$ cat config.mk
export PLATFORM = sky130hd
export DESIGN_NAME = fpil_issue_ctl
export DESIGN_NICKNAME = d
export VERILOG_FILES = /design/src/rtl/fpil_pkg.sv /design/src/rtl/fpil_unit_busy.sv /design/src/rtl/fpil_ls_slots.sv /design/src/rtl/fpil_reg_score.sv /design/src/rtl/fpil_issue_ctl.sv
export SDC_FILE = /design/constraint.sdc
export NUM_CORES = 1
export LEC_CHECK = 0
export BUFFER_PORTS_ARGS = -buffer_cell sky130_fd_sc_hd__buf_2
export CORE_ASPECT_RATIO = 0.9
export CORE_UTILIZATION = 50
export CTS_CLUSTER_SIZE = 30
export DETAILED_ROUTE_END_ITERATION = 10
export GPL_TIMING_DRIVEN = 0
export PLACE_DENSITY = 0.67
export SYNTH_ARGS = -nofsm -noshare
export SYNTH_HDL_FRONTEND = slang
export SYNTH_SLANG_ARGS = --single-unit
$ cat constraint.sdc
create_clock -name clk_i -period 3.7 [get_ports clk_i]
set_clock_uncertainty 0.15 [all_clocks]
set_input_delay 0 -clock clk_i [delete_from_list [all_inputs] [get_ports clk_i]]
set_output_delay 0 -clock clk_i [all_outputs]
set_load 0.05 [all_outputs]
$ cat src/rtl/fpil_pkg.sv
package fpil_pkg;

  localparam int LAT_W   = 6;
  localparam int FMAC_W  = 2;
  localparam int DS_W    = 5;
  localparam int LS_N    = 3;

  localparam int LAT_ARITH = 5;
  localparam int LAT_MULD  = 6;
  localparam int LAT_DIVS  = 18;
  localparam int LAT_DIVD  = 32;
  localparam int LAT_LDS   = 4;
  localparam int LAT_LDD   = 5;
  localparam int HOLD_DIVS = 14;
  localparam int HOLD_DIVD = 28;

  typedef enum logic [3:0] {
    OP_ARITH  = 4'd0,
    OP_MULD   = 4'd1,
    OP_DIVS   = 4'd2,
    OP_DIVD   = 4'd3,
    OP_FLAGX  = 4'd4,
    OP_LOADS  = 4'd5,
    OP_LOADD  = 4'd6,
    OP_STORES = 4'd7,
    OP_STORED = 4'd8
  } fp_op_e;

  typedef struct packed {
    logic              use_a;
    logic              use_b;
    logic              wr_dst;
    logic              arith_cons;
    logic              flag_sync;
    logic [FMAC_W-1:0] fmac_hold;
    logic [DS_W-1:0]   ds_hold;
    logic [LS_N-1:0]   ls_m0;
    logic [LS_N-1:0]   ls_m1;
    logic [LS_N-1:0]   ls_m2;
    logic [LAT_W-1:0]  lat;
  } op_info_t;

  function automatic op_info_t decode_op(input logic [3:0] op);
    op_info_t d;
    d = '0;
    unique case (op)
      OP_ARITH, OP_MULD, OP_DIVS, OP_DIVD: begin
        d.use_a      = 1'b1;
        d.use_b      = 1'b1;
        d.wr_dst     = 1'b1;
        d.arith_cons = 1'b1;
        case (op)
          OP_ARITH: begin d.fmac_hold = FMAC_W'(1); d.lat = LAT_W'(LAT_ARITH); end
          OP_MULD:  begin d.fmac_hold = FMAC_W'(2); d.lat = LAT_W'(LAT_MULD); end
          OP_DIVS:  begin d.ds_hold = DS_W'(HOLD_DIVS); d.lat = LAT_W'(LAT_DIVS); end
          default:  begin
            d.fmac_hold = FMAC_W'(1);
            d.ds_hold   = DS_W'(HOLD_DIVD);
            d.lat       = LAT_W'(LAT_DIVD);
          end
        endcase
      end
      OP_FLAGX: d.flag_sync = 1'b1;
      OP_LOADS, OP_STORES: begin
        d.ls_m0 = 3'b001;
        d.ls_m1 = 3'b010;
        if (op == OP_LOADS) begin d.wr_dst = 1'b1; d.lat = LAT_W'(LAT_LDS); end
        else d.use_a = 1'b1;
      end
      OP_LOADD, OP_STORED: begin
        d.ls_m0 = 3'b111;
        d.ls_m1 = 3'b110;
        d.ls_m2 = 3'b100;
        if (op == OP_LOADD) begin d.wr_dst = 1'b1; d.lat = LAT_W'(LAT_LDD); end
        else d.use_a = 1'b1;
      end
      default: d = '0;
    endcase
    return d;
  endfunction

endpackage

$ cat src/rtl/fpil_unit_busy.sv
module fpil_unit_busy #(
  parameter int HOLD_W = 5
) (
  input  logic              clk_i,
  input  logic              rst_ni,
  input  logic              start_i,
  input  logic [HOLD_W-1:0] hold_i,
  output logic              busy_o
);

  logic [HOLD_W-1:0] cnt_q;

  always_ff @(posedge clk_i or negedge rst_ni) begin
    if (!rst_ni)                cnt_q <= '0;
    else if (start_i)           cnt_q <= hold_i - HOLD_W'(1);
    else if (cnt_q != '0)       cnt_q <= cnt_q - HOLD_W'(1);
  end

  assign busy_o = (cnt_q != '0);

  // a unit is never granted while reserved
  p_no_overlap_r6: assert property (@(posedge clk_i) disable iff (!rst_ni)
    start_i |-> !busy_o);

  p_decay_r6: assert property (@(posedge clk_i) disable iff (!rst_ni)
    (busy_o && !start_i) |=> (cnt_q == $past(cnt_q) - HOLD_W'(1)));

endmodule

$ cat src/rtl/fpil_ls_slots.sv
module fpil_ls_slots #(
  parameter int N = 3
) (
  input  logic         clk_i,
  input  logic         rst_ni,
  input  logic         start_i,
  input  logic [N-1:0] m0_i,
  input  logic [N-1:0] m1_i,
  input  logic [N-1:0] m2_i,
  output logic         clash_o
);

  // r0: slots taken in the current cycle, r1: slots taken in the next
  logic [N-1:0] r0_q, r1_q;

  always_ff @(posedge clk_i or negedge rst_ni) begin
    if (!rst_ni) begin
      r0_q <= '0;
      r1_q <= '0;
    end else if (start_i) begin
      r0_q <= r1_q | m1_i;
      r1_q <= m2_i;
    end else begin
      r0_q <= r1_q;
      r1_q <= '0;
    end
  end

  assign clash_o = |(m0_i & r0_q) | |(m1_i & r1_q);

  p_slot_excl_r10: assert property (@(posedge clk_i) disable iff (!rst_ni)
    start_i |=> ((r0_q & $past(m1_i)) == $past(m1_i)));

endmodule

$ cat src/rtl/fpil_reg_score.sv
module fpil_reg_score #(
  parameter int NUM_REGS = 32,
  parameter int REG_W    = 5,
  parameter int LAT_W    = 6
) (
  input  logic             clk_i,
  input  logic             rst_ni,
  input  logic             wr_i,
  input  logic [REG_W-1:0] wr_idx_i,
  input  logic [LAT_W-1:0] wr_lat_i,
  input  logic [REG_W-1:0] rd_a_i,
  input  logic [REG_W-1:0] rd_b_i,
  output logic [LAT_W-1:0] cnt_a_o,
  output logic [LAT_W-1:0] cnt_b_o
);

  logic [LAT_W-1:0] cnt_q [NUM_REGS];

  for (genvar gi = 0; gi < NUM_REGS; gi++) begin : g_reg
    logic             hit;
    logic [LAT_W-1:0] dec;
    assign hit = wr_i && (wr_idx_i == REG_W'(gi));
    assign dec = (cnt_q[gi] != '0) ? cnt_q[gi] - LAT_W'(1) : '0;

    always_ff @(posedge clk_i or negedge rst_ni) begin
      if (!rst_ni)                        cnt_q[gi] <= '0;
      else if (hit && (wr_lat_i > dec))   cnt_q[gi] <= wr_lat_i;
      else                                cnt_q[gi] <= dec;
    end

    p_waw_keep_r13: assert property (@(posedge clk_i) disable iff (!rst_ni)
      (hit && (cnt_q[gi] > wr_lat_i)) |=> (cnt_q[gi] == $past(cnt_q[gi]) - LAT_W'(1)));

    p_load_r4: assert property (@(posedge clk_i) disable iff (!rst_ni)
      (hit && (cnt_q[gi] <= wr_lat_i)) |=> (cnt_q[gi] == $past(wr_lat_i)));
  end

  assign cnt_a_o = cnt_q[rd_a_i];
  assign cnt_b_o = cnt_q[rd_b_i];

endmodule

$ cat src/rtl/fpil_issue_ctl.sv
module fpil_issue_ctl
  import fpil_pkg::*;
#(
  parameter int NUM_REGS = 32,
  parameter int REG_W    = $clog2(NUM_REGS)
) (
  input  logic             clk_i,
  input  logic             rst_ni,
  input  logic             valid_i,
  input  logic [3:0]       op_i,
  input  logic [REG_W-1:0] src_a_i,
  input  logic [REG_W-1:0] src_b_i,
  input  logic [REG_W-1:0] dst_i,
  input  logic             core_stall_i,
  output logic             issue_o,
  output logic             stall_o
);

  op_info_t         info;
  logic [LAT_W-1:0] cnt_a, cnt_b, wr_lat;
  logic             fmac_busy, ds_busy, ls_clash;
  logic             dep_a, dep_b, h_fmac, h_ds, h_flag, hazard, live;
  logic             fmac_start, ds_start, ls_start, wr_en;

  assign info = decode_op(op_i);

  // arithmetic consumers take the forwarded result one cycle early
  assign dep_a  = info.use_a && (info.arith_cons ? (cnt_a > LAT_W'(1)) : (cnt_a != '0));
  assign dep_b  = info.use_b && (info.arith_cons ? (cnt_b > LAT_W'(1)) : (cnt_b != '0));
  assign h_fmac = (info.fmac_hold != '0) && fmac_busy;
  assign h_ds   = (info.ds_hold != '0) && ds_busy;
  assign h_flag = info.flag_sync && (fmac_busy || ds_busy);
  assign hazard = dep_a || dep_b || h_fmac || h_ds || h_flag || ls_clash;

  assign live    = valid_i && !core_stall_i;
  assign issue_o = live && !hazard;
  assign stall_o = live && hazard;

  assign fmac_start = issue_o && (info.fmac_hold != '0);
  assign ds_start   = issue_o && (info.ds_hold != '0);
  assign ls_start   = issue_o && (info.ls_m0 != '0);
  assign wr_en      = issue_o && info.wr_dst;
  assign wr_lat     = info.lat - LAT_W'(1);

  fpil_reg_score #(
    .NUM_REGS (NUM_REGS),
    .REG_W    (REG_W),
    .LAT_W    (LAT_W)
  ) u_score (
    .clk_i    (clk_i),
    .rst_ni   (rst_ni),
    .wr_i     (wr_en),
    .wr_idx_i (dst_i),
    .wr_lat_i (wr_lat),
    .rd_a_i   (src_a_i),
    .rd_b_i   (src_b_i),
    .cnt_a_o  (cnt_a),
    .cnt_b_o  (cnt_b)
  );

  fpil_unit_busy #(.HOLD_W(FMAC_W)) u_fmac (
    .clk_i   (clk_i),
    .rst_ni  (rst_ni),
    .start_i (fmac_start),
    .hold_i  (info.fmac_hold),
    .busy_o  (fmac_busy)
  );

  fpil_unit_busy #(.HOLD_W(DS_W)) u_ds (
    .clk_i   (clk_i),
    .rst_ni  (rst_ni),
    .start_i (ds_start),
    .hold_i  (info.ds_hold),
    .busy_o  (ds_busy)
  );

  fpil_ls_slots #(.N(LS_N)) u_ls (
    .clk_i   (clk_i),
    .rst_ni  (rst_ni),
    .start_i (ls_start),
    .m0_i    (info.ls_m0),
    .m1_i    (info.ls_m1),
    .m2_i    (info.ls_m2),
    .clash_o (ls_clash)
  );

  p_flag_drain_r8: assert property (@(posedge clk_i) disable iff (!rst_ni)
    (issue_o && (op_i == OP_FLAGX)) |-> (!fmac_busy && !ds_busy));

  p_core_hold_r2: assert property (@(posedge clk_i) disable iff (!rst_ni)
    core_stall_i |-> (!issue_o && !stall_o));

  p_stall_valid_r3: assert property (@(posedge clk_i) disable iff (!rst_ni)
    stall_o |-> (valid_i && !issue_o));

  p_src_ready_r4: assert property (@(posedge clk_i) disable iff (!rst_ni)
    (issue_o && info.use_a) |-> (cnt_a <= LAT_W'(1)));

endmodule

==> impl_metrics.tcl <==
set metrics [dict create \
    place_ws_ns -1.582 \
    criticalPathCategory "in2reg" \
    synthArstFlopShare_pct 100.0 \
    cp_data_required_time_ns 3.97 \
    finalWirelength_um 57750 \
    synth_fa_ha_area_share_pct 18.65 \
    ioPinCount 25 \
    cts_tree "yes" \
    yosys.cell_types.count 61 \
    fillerInstances 2940 \
    cp_max_fo 10 \
    die_w_um 198.5 \
    clock_latency_ns 0.55 \
    drtAntennaViolNets 0 \
    path_clk_slew_ns 0.06 \
    finalSetupViolations 2 \
    die_h_um 178.8 \
    synth_cells 1870 \
    grt_max_degree 105 \
    holdWs_ns 0.01290 \
    layout_commonest_cell "ha_1" \
    finalCritPeriodShare_pct 101.2 \
    power_density_nw_per_um2 859.2 \
    drt-initial-drc-count 1492 \
    dpl.hpwl_um 39140 \
    power_frac_clock_pct 14.9 \
    postLayoutSetupSlackWorst_ns -0.04351 \
    status "complete, but fails checks" \
    layout_common_cells "251 x ha_1, 201 x dfrtp_1, 174 x nand2_1" \
    drv_cap 1 \
    rsz0062_at_grt "yes" \
    drt_first_pass_iters 6 \
    irDropWorstVdd_uv 404.9 \
    synthSimpleGateAreaFrac_pct 19.97 \
    via_per_inst 6.355 \
    io_buffers 17 \
    maxSlewHeadroom_pct -3.729 \
    cts_sinks 202 \
    synth_edf_count 0 \
    violations "capacitance limit, slew limit, setup timing" \
    switching_share_pct 45.70 \
    synth_compound_area_share_pct 12.78 \
    route.detailed.drc 0 \
    synth_top_family_by_area "simple AND/OR/NAND/NOR gates" \
    p_seq_share_pct 27.3 \
    grt_pass1_wl_um 86810 \
    final_cell_area_um2 20050 \
    leakagePower_nw 9.675 \
    fin_cells 2454 \
    arrival_ns 4.01 \
    synth_area_um2 17370 \
    total_power_mw 17.22 \
    switching_power_mw 7.871 \
    yosysWarnings 0 \
    synth_seq_area_share_pct 29.10 \
    clk_path_buf_depth 3 \
    dieArea_um2 35490 \
    syn_nets 2152 \
    postSynthAreaPerCell_um2 9.290 \
    synth-seq-cells 202 \
    synth_xor_area_share_pct 4.487 \
    yosys-mux-area-fraction_pct 11.75 \
    cts_buffers 25 \
    row_count 64 \
    hp-class "in2reg" \
    clockRootBuffer "clkbuf_16" \
    multi_input_area_um2 12100 \
    dpl.cell_count 2354 \
    wire_per_inst_um 23.53 \
    postPlaceCellArea_um2 18380 \
    min_period_ns 3.744 \
    place_congestion 0.9742 \
    ff_latch_area_um2 5056 \
    maxSlewViolCount 8 \
    fmax_mhz 267.1 \
    synth_ff_type "dfrtp_1" \
    core_um2 34110 \
    cp-end-kind "register" \
    syn2layout_area_growth_pct 15.40 \
    track_usage_pct 32.66 \
    antenna_found_initial 1 \
    vias 15600 \
    final_nets 2255 \
    worst_slew_pin_slew_ns 1.548 \
    start_util_pct 50.92 \
    grt_pass1_vias 14720 \
    cts_htree_levels 1 \
    grt-ovfl-total 0 \
    cp-start-kind "input port" \
    hold_violations 0 \
    internal-power_mw 9.353 \
    layout-drive-gt1-share_pct 13.71 \
    comb_power_share_pct 57.9 \
]
==> final timing paths <==
path / startpoint / to / slack [ns] / cells past startpoint
max: core_stall_i / u_score.cnt_q[114] / -0.04 / 8
min: op_i[1] / u_ds.cnt_q[2] / 0.01 / 6
max reg2reg: u_score.cnt_q[188] / u_score.cnt_q[164] / 0.02 / 11
min reg2reg: u_ls.r1_q[2] / u_ls.r0_q[2] / 0.32 / 1
max in group asynchronous: rst_ni / u_score.cnt_q[188] / 1.95 / 4
min in group asynchronous: rst_ni / u_score.cnt_q[85] / 0.45 / 3
==> logic make-up after synthesis <==
| logic type | count (synthesis) |
|---|---|
| mux | 185 |
| buf+inv | 138 |
| flops | 202 |
| xor+xnor | 89 |
| fa+ha+maj | 259 |
| compound gates | 355 |
| simple gates | 642 |
==> flip-flops by register name (all words and copies together), names as in the netlist <==
signal,count
u_ds.cnt_q,5
u_ls.r1_q,1
u_score.cnt_q,192
u_fmac.cnt_q,2
u_ls.r0_q,2
==> synthesized netlist by cell type, drive strengths merged (8+ instances only) <==
cell type,instances,share of area [%]
nor4,18,0.76
or3,12,0.43
a31oi,48,1.7
mux2,32,2.1
and2,21,0.76
nand3,57,2.5
mux2i,141,8.1
nand2b,44,1.6
mux4,12,1.6
o21a,56,2.4
a21boi,8,0.35
nor3b,8,0.35
nand4,34,1.4
nor3,106,3.2
nor2,80,1.7
dfrtp,202,29
nor2b,42,1.5
ha,259,19
nand3b,18,0.78
xnor2,24,1.2
a21oi,126,3.6
o21ai,43,1.2
inv,88,1.9
a211oi,10,0.43
nand2,174,3.8
xor2,65,3.3
clkbuf,35,0.76
buf,15,0.60
o211ai,30,1.3
==> stage by stage <==
stage,setup TNS [ns],util [%]
5_1_grt,-0.4269,58.76
4_1_cts,0,57.70
3_3_place_gp,-502.26,53.51
2_1_floorplan,-2.149,-
3_5_place_dp,-261.75,53.87
6_report,-0.08404,58.77
==> power by group through the flow <==
stage               combinational [mW]  sequential (mW)  clock (mW)
detailed placement                9.49             4.57           0
CTS                               9.72             4.60        2.57
floorplan                         7.39             4.21           0
global placement                  9.05             4.55           0
global route                      11.2             4.81        2.65
finish                            9.97             4.69        2.56
==> worst max-delay path: stages <==
cell,delay [ns]
dlygate4sd3_1,0.53
buf_2,0.12
nor2b_1,0.32
nand2_1,0.19
nor3_2,1.18
buf_1,0.91
nand3_2,0.37
mux2_2,0.37
==> area by class of cell <==
cell class / instances / share of cell area (%)
timing repair inverter: 3 / 0.1123
antenna: 1 / 0.01248
inverter: 88 / 1.704
clock inverter: 4 / 0.2247
multi-input combinational: 1530 / 60.37
timing repair buffer: 74 / 3.789
clock buffer: 41 / 3.970
sequential: 202 / 25.22
buffer: 49 / 1.716
tap: 462 / 2.884
==> per-layer routing <==
metal | track usage, % | routed length [µm] | vias to the layer above
li1 | - | - | 7075
met1 | 43.61 | 24310 | 7614
met2 | 51.20 | 25270 | 722
met3 | 7.035 | 5410 | 184
met4 | 13.62 | 2761 | 0
met5 | 0 | 0 | -
==> timing repair <==
item                       4_1_cts  5_1_grt
gates cloned                     3        0
setup buffers                   14       24
pin swaps                        2       11
setup endpoints to repair      197       87
resized for setup               21       42
hold endpoints to repair       152        0
hold buffers                    14        0
No activity file was read; power rests on OpenSTA's default activity.
